File: src/rtl/gcs_pkg.sv
package gcs_pkg;

    localparam int GA_W    = 23;
    localparam int NUM_CS  = 4;
    localparam int FIELD_W = 2;
    localparam int CTRL_W  = NUM_CS * FIELD_W;

    typedef enum logic [2:0] {
        MODE_SPEC_SINGLE = 3'd0,
        MODE_EMU_SINGLE  = 3'd1,
        MODE_SPEC_TEST   = 3'd2,
        MODE_EMU_EXP     = 3'd3,
        MODE_NORM_SINGLE = 3'd4,
        MODE_NORM_EXP    = 3'd5,
        MODE_RSVD_6      = 3'd6,
        MODE_RSVD_7      = 3'd7
    } op_mode_e;

    // fixed window limits of the global map
    localparam int unsigned CS3_LO   = 32'h0000_0800;
    localparam int unsigned CS3_CEIL = 32'h000F_FFFF;
    localparam int unsigned CS2_LO   = 32'h0014_0000;
    localparam int unsigned CS2_HI   = 32'h001F_FFFF;
    localparam int unsigned CS1_LO   = 32'h0020_0000;
    localparam int unsigned CS1_HI   = 32'h003F_FFFF;
    localparam int unsigned CS0_LO   = 32'h0040_0000;
    localparam int unsigned CS0_CEIL = 32'h007F_FFFF;

    typedef struct packed {
        logic            valid;
        logic [GA_W-1:0] addr;
    } bus_acc_t;

    typedef struct packed {
        logic hide;
        logic nvm;
        logic expanded;
    } mode_ctl_t;

    function automatic logic mode_is_expanded(input logic [2:0] m);
        return (m == MODE_EMU_EXP) || (m == MODE_NORM_EXP);
    endfunction

    function automatic int unsigned win_lo(input int idx);
        case (idx)
            3:       return CS3_LO;
            2:       return CS2_LO;
            1:       return CS1_LO;
            default: return CS0_LO;
        endcase
    endfunction

    // window top with the on-chip memory trims applied
    function automatic int unsigned win_hi(input int idx, input int unsigned ram_b,
                                           input int unsigned flash_b);
        case (idx)
            3:       return CS3_CEIL - ram_b;
            2:       return CS2_HI;
            1:       return CS1_HI;
            default: return CS0_CEIL - flash_b;
        endcase
    endfunction

endpackage

File: src/rtl/gcs_ctrl_reg.sv
module gcs_ctrl_reg
    import gcs_pkg::*;
(
    input  logic              clk_i,
    input  logic              rst_i,
    input  logic              wr_i,
    input  logic [CTRL_W-1:0] wdata_i,
    output logic [CTRL_W-1:0] q_o,
    output logic [NUM_CS-1:0] en_o
);

    logic [CTRL_W-1:0] ctrl_q;

    always_ff @(posedge clk_i) begin
        if (rst_i) begin
            ctrl_q <= '0;
        end else if (wr_i) begin
            ctrl_q <= wdata_i;
        end
    end

    assign q_o = ctrl_q;

    for (genvar i = 0; i < NUM_CS; i++) begin : g_field
        assign en_o[i] = |ctrl_q[FIELD_W*i +: FIELD_W];
    end

    assert_reset_clear_R11: assert property (@(posedge clk_i)
        rst_i |=> (q_o == '0));

    assert_write_lands_R1: assert property (@(posedge clk_i) disable iff (rst_i)
        wr_i |=> (q_o == $past(wdata_i)));

    assert_hold_R1: assert property (@(posedge clk_i) disable iff (rst_i)
        !wr_i |=> $stable(q_o));

endmodule

File: src/rtl/gcs_window.sv
module gcs_window
    import gcs_pkg::*;
#(
    parameter int unsigned LO = 32'h0,
    parameter int unsigned HI = 32'h0
) (
    input  logic [GA_W-1:0] addr_i,
    output logic            hit_o
);

    logic [31:0] addr_w;

    assign addr_w = 32'(addr_i);
    assign hit_o  = (addr_w >= LO) && (addr_w <= HI);

endmodule

File: src/rtl/gcs_decoder.sv
module gcs_decoder
    import gcs_pkg::*;
#(
    parameter int unsigned RAM_BYTES   = 32'h0001_0000,
    parameter int unsigned FLASH_BYTES = 32'h0010_0000,
    parameter int unsigned HIDE_BASE   = 32'h0010_0000,
    parameter int unsigned HIDE_BYTES  = 32'h0004_0000
) (
    input  logic              clk_i,
    input  logic              rst_i,
    input  logic [2:0]        mode_i,
    input  logic              rom_hide_i,
    input  logic              nvm_on_i,
    input  logic              reg_wr_i,
    input  logic [CTRL_W-1:0] reg_wdata_i,
    output logic [CTRL_W-1:0] reg_rdata_o,
    input  logic              acc_valid_i,
    input  logic [GA_W-1:0]   acc_addr_i,
    output logic [NUM_CS-1:0] cs_n_o
);

    localparam int unsigned HIDE_TOP  = HIDE_BASE + HIDE_BYTES - 1;
    localparam int unsigned RAM_LO    = CS3_CEIL - RAM_BYTES + 1;
    localparam int unsigned FLASH_LO  = CS0_CEIL - FLASH_BYTES + 1;

    bus_acc_t          acc;
    mode_ctl_t         mctl;
    logic [NUM_CS-1:0] field_en;
    logic [NUM_CS-1:0] win_hit;
    logic [NUM_CS-1:0] sel;
    logic              cs0_full_hit;
    logic              hide_hit;
    logic [NUM_CS-1:0] cs_n_q;

    assign acc.valid     = acc_valid_i;
    assign acc.addr      = acc_addr_i;
    assign mctl.hide     = rom_hide_i;
    assign mctl.nvm      = nvm_on_i;
    assign mctl.expanded = mode_is_expanded(mode_i);

    gcs_ctrl_reg u_ctrl (
        .clk_i   (clk_i),
        .rst_i   (rst_i),
        .wr_i    (reg_wr_i),
        .wdata_i (reg_wdata_i),
        .q_o     (reg_rdata_o),
        .en_o    (field_en)
    );

    // trimmed windows, one per chip select
    for (genvar i = 0; i < NUM_CS; i++) begin : g_win
        gcs_window #(
            .LO (win_lo(i)),
            .HI (win_hi(i, RAM_BYTES, FLASH_BYTES))
        ) u_win (
            .addr_i (acc.addr),
            .hit_o  (win_hit[i])
        );
    end

    // chip select 0 without the flash trim
    gcs_window #(
        .LO (CS0_LO),
        .HI (CS0_CEIL)
    ) u_cs0_full (
        .addr_i (acc.addr),
        .hit_o  (cs0_full_hit)
    );

    // region that the hide control lends to chip select 2
    gcs_window #(
        .LO (HIDE_BASE),
        .HI (HIDE_TOP)
    ) u_hide (
        .addr_i (acc.addr),
        .hit_o  (hide_hit)
    );

    always_comb begin
        sel    = win_hit;
        sel[0] = mctl.nvm ? win_hit[0] : cs0_full_hit;
        sel[2] = win_hit[2] | (mctl.hide & hide_hit);
        sel    = sel & field_en & {NUM_CS{acc.valid & mctl.expanded}};
    end

    always_ff @(posedge clk_i) begin
        if (rst_i) begin
            cs_n_q <= '1;
        end else begin
            cs_n_q <= ~sel;
        end
    end

    assign cs_n_o = cs_n_q;

    assert_idle_no_valid_R10: assert property (@(posedge clk_i) disable iff (rst_i)
        !acc_valid_i |=> (cs_n_o == '1));

    assert_exclusive_R10: assert property (@(posedge clk_i) disable iff (rst_i)
        $onehot0(~cs_n_o));

    assert_mode_gate_R3: assert property (@(posedge clk_i) disable iff (rst_i)
        !mode_is_expanded(mode_i) |=> (cs_n_o == '1));

    assert_ram_gap_R4: assert property (@(posedge clk_i) disable iff (rst_i)
        (32'(acc_addr_i) >= RAM_LO && 32'(acc_addr_i) <= CS3_CEIL) |=> cs_n_o[3]);

    assert_flash_guard_R8: assert property (@(posedge clk_i) disable iff (rst_i)
        (nvm_on_i && 32'(acc_addr_i) >= FLASH_LO) |=> cs_n_o[0]);

    assert_cs1_outside_R7: assert property (@(posedge clk_i) disable iff (rst_i)
        (32'(acc_addr_i) < CS1_LO || 32'(acc_addr_i) > CS1_HI) |=> cs_n_o[1]);

    for (genvar i = 0; i < NUM_CS; i++) begin : g_chk
        assert_field_off_R2: assert property (@(posedge clk_i) disable iff (rst_i)
            (reg_rdata_o[FIELD_W*i +: FIELD_W] == 2'b00) |=> cs_n_o[i]);
    end

endmodule

File: config.mk
export PLATFORM = sky130hd
export DESIGN_NAME = gcs_decoder
export DESIGN_NICKNAME = d
export VERILOG_FILES = /design/src/rtl/gcs_pkg.sv /design/src/rtl/gcs_ctrl_reg.sv /design/src/rtl/gcs_window.sv /design/src/rtl/gcs_decoder.sv
export SDC_FILE = /design/constraint.sdc
export NUM_CORES = 1
export LEC_CHECK = 0
export BUFFER_PORTS_ARGS = -buffer_cell sky130_fd_sc_hd__buf_2
export CAP_MARGIN = 25
export CORE_AREA = 4 4 46 48
export CTS_CLUSTER_SIZE = 25
export DETAILED_ROUTE_END_ITERATION = 7
export DIE_AREA = 0 0 50 52
export PLACE_DENSITY = 0.69
export SLEW_MARGIN = 10
export SYNTH_ARGS = -nofsm -noshare
export SYNTH_HDL_FRONTEND = slang
export SYNTH_HIERARCHICAL = 1
export SYNTH_SLANG_ARGS = --single-unit
File: constraint.sdc
create_clock -name clk_i -period 0.8 [get_ports clk_i]
set_input_delay 0.04 -clock clk_i [delete_from_list [all_inputs] [get_ports clk_i]]
set_output_delay 0.04 -clock clk_i [all_outputs]
set_load 0.01 [all_outputs]
==> qor.csv <==
metric;value;unit
outcome;complete, no violations;
Tcrit/Tclk final;96.9;%
CTS tree;built;
cts hold-fix bufs;0;
core footprint;0.00171;mm^2
slowest stage cell, crit path;dfxtp_2;
minimum clock period after layout;0.775;ns
# rows;15;
pin count of the biggest net entering global routing;9;
post-route ant nets;0;
pre-CTS setup slack;-0.0228;ns
share of the synthesized area in the top cell type;42.4;%
M3 GR Usage;3.15;%
H-tree Lvls;1;
Port Buffer Count;40;
GR Util All Layers;10.8;%
Area growth syn-to-layout;52.1;%
CP arrival;0.74;ns
Static Leak;0.438;nW
crit path launch type;register;
WL/cell;10.6;um
Slew @ Worst Pin;0.238;ns
drt pass-1 iters;4;
PwrDens;1590;mW/mm^2
worst-case clock buffer depth;2;
setup slack after layout;0.0248;ns
Top FF cell, synth;dfxtp_1;
most common cell in the netlist;dfxtp_1;
chip height;52;um
initial antenna violation count;0;
Fmax;1.29;GHz
Total Power;1.37;mW
Distinct cells, synth;22;
critical-path cell list;buf_2;
filler instances;164;
final routed DRC violation total;0;
TritonCTS buffer count;3;
top cells by area, synth;dfxtp_1, mux2i_1, nor2_1;
first-pass GRT wire length;2.11;mm
worst path bufs/invs;1;
Inst Count DP;121;
clock slew at reported path FFs;0.07;ns
clk root buf;clkbuf_4;
share of layout cells above drive strength 1;66.3;%
Commonest cells post-synth;dfxtp_1, nor2_1, mux2i_1;
final-report hold violation count;0;
Synth Net Count;96;
Worst setup EP type;output port;
GRT met2 Usage;16.7;%
Top Usage Layer GRT;met2;
Peak supply drop;0.963;mV
Synth Warn #;6;
die width;50;um
synthesized cell area;567;um^2
via density per instance;4.39;
Rel. slew slack;84.0;%
antenna cell count;0;
area leader, netlist;dfxtp_1;
die footprint;0.00260;mm^2
Hold Crit Class;input pin to register;
hpwl dp;1.09;mm
number of flops mapped to enable cells by yosys;0;
FF+latch count, synth;12;
post-route cell area;862;um^2
worst-path fanout max;3;
vias;553;
Clk Latency, worst-skew pair;0.27;ns
slowest stage delay, CP;0.34;ns
clk_skew;0.000657;ns
met1 usage;12.9;%
routability cong.;0.670;
Congestion Overflow GR;0;
1st-iter DRT viols;13;
nets;142;
Crit Path Category;register to output port;
Data required, critical path;0.76;ns
Clock Sink Count;12;
Post-Synthesis Cells;56;
sequential area share after synthesis;42.4;%
delay-heaviest family, CP;flip-flops;
Final Non-Filler Cells;126;
Routed WL;1.34;mm
Starting Density;33.2;%
Final Core Density;50.5;%
Max Cap Violations;0;
vias in the first global route;511;
syn avg cell area;10.1;um^2
DP Area;802;um^2
Synth async-reset ratio;0;%
I/O pin cnt;52;
endpoints failing setup;0;
fin. max-slew vios;0;
[report_power, final]
part           internal [mW]  switching, mW
registers              0.627         0.0167
logic                  0.142          0.113
clock network          0.276          0.193
total                   1.05          0.322
[cells by family after synthesis]
kind of cell           synth area share [%]
AND/OR/NAND/NOR                        30.9
flip-flops                             42.4
multiplexers                           16.1
AO/OA/AOI/OAI                          4.42
buffers and inverters                  3.31
XOR/XNOR                               2.87
[metal layers]
layer | share of wire [%] | vias to the layer above
li1 | - | 286
met1 | 44 | 229
met2 | 42 | 36
met3 | 13 | 2
met4 | 0.75 | 0
met5 | 0 | -
[flip-flops by register name, summed over array words and instances, names as in the netlist]
| register | flops |
|---|---|
| cs_n_o | 4 |
| u_ctrl/q_o | 8 |
[cells in the final DEF, fill, tap and decap left out]
cell and count:
nand2_1 1, nand2b_1 1, mux2_2 1, nor3_1 1, clkbuf_4 3, a21o_1 1
dfxtp_1 4, and3b_1 1, nor2b_4 1, a31oi_1 1, nor4b_2 1, dfxtp_2 8
a21boi_2 1, or2_2 4, xor2_2 1, buf_4 4, nor4_2 1, buf_6 1
nor2_1 10, buf_2 39, nor4_1 1, clkbuf_8 1, mux2i_1 8, nand4_1 5
nor3_2 1
[through the flow]
stage                      TNS, ns  hold slack, ns
after floorplan                  0           0.148
after global placement     -0.0387           0.274
after detailed placement   -0.0401           0.285
after CTS                        0       0.0000206
after global routing      -0.00155          0.0154
final                            0         0.00710
[area by class of cell]
cell class	count	area [um^2]	share of cell area [%]
Sequential cell	12	250	29.0
Timing Repair Buffer	44	236	27.4
Tap cell	25	31.3	3.63
Clock buffer	4	36.3	4.21
Multi-Input combinational cell	41	308	35.7
[path summary, 6_finish.rpt]
check,start,to,slack (ns),cells past startpoint
setup reg to reg,u_ctrl/q_o[4],cs_n_o[2],0.06,2
hold reg to reg,u_ctrl/q_o[5],u_ctrl/q_o[5],0.49,2
hold / removal,reg_wdata_i[5],u_ctrl/q_o[5],0.007,3
setup / recovery,u_ctrl/q_o[3],reg_rdata_o[3],0.02,1
[repair_timing]
action | CTS | global route
setup endpoints to repair | 7 | 3
buffers inserted | 0 | 1
gates resized for setup | 7 | 2
Note: power is estimated with default switching activity, not from simulation.
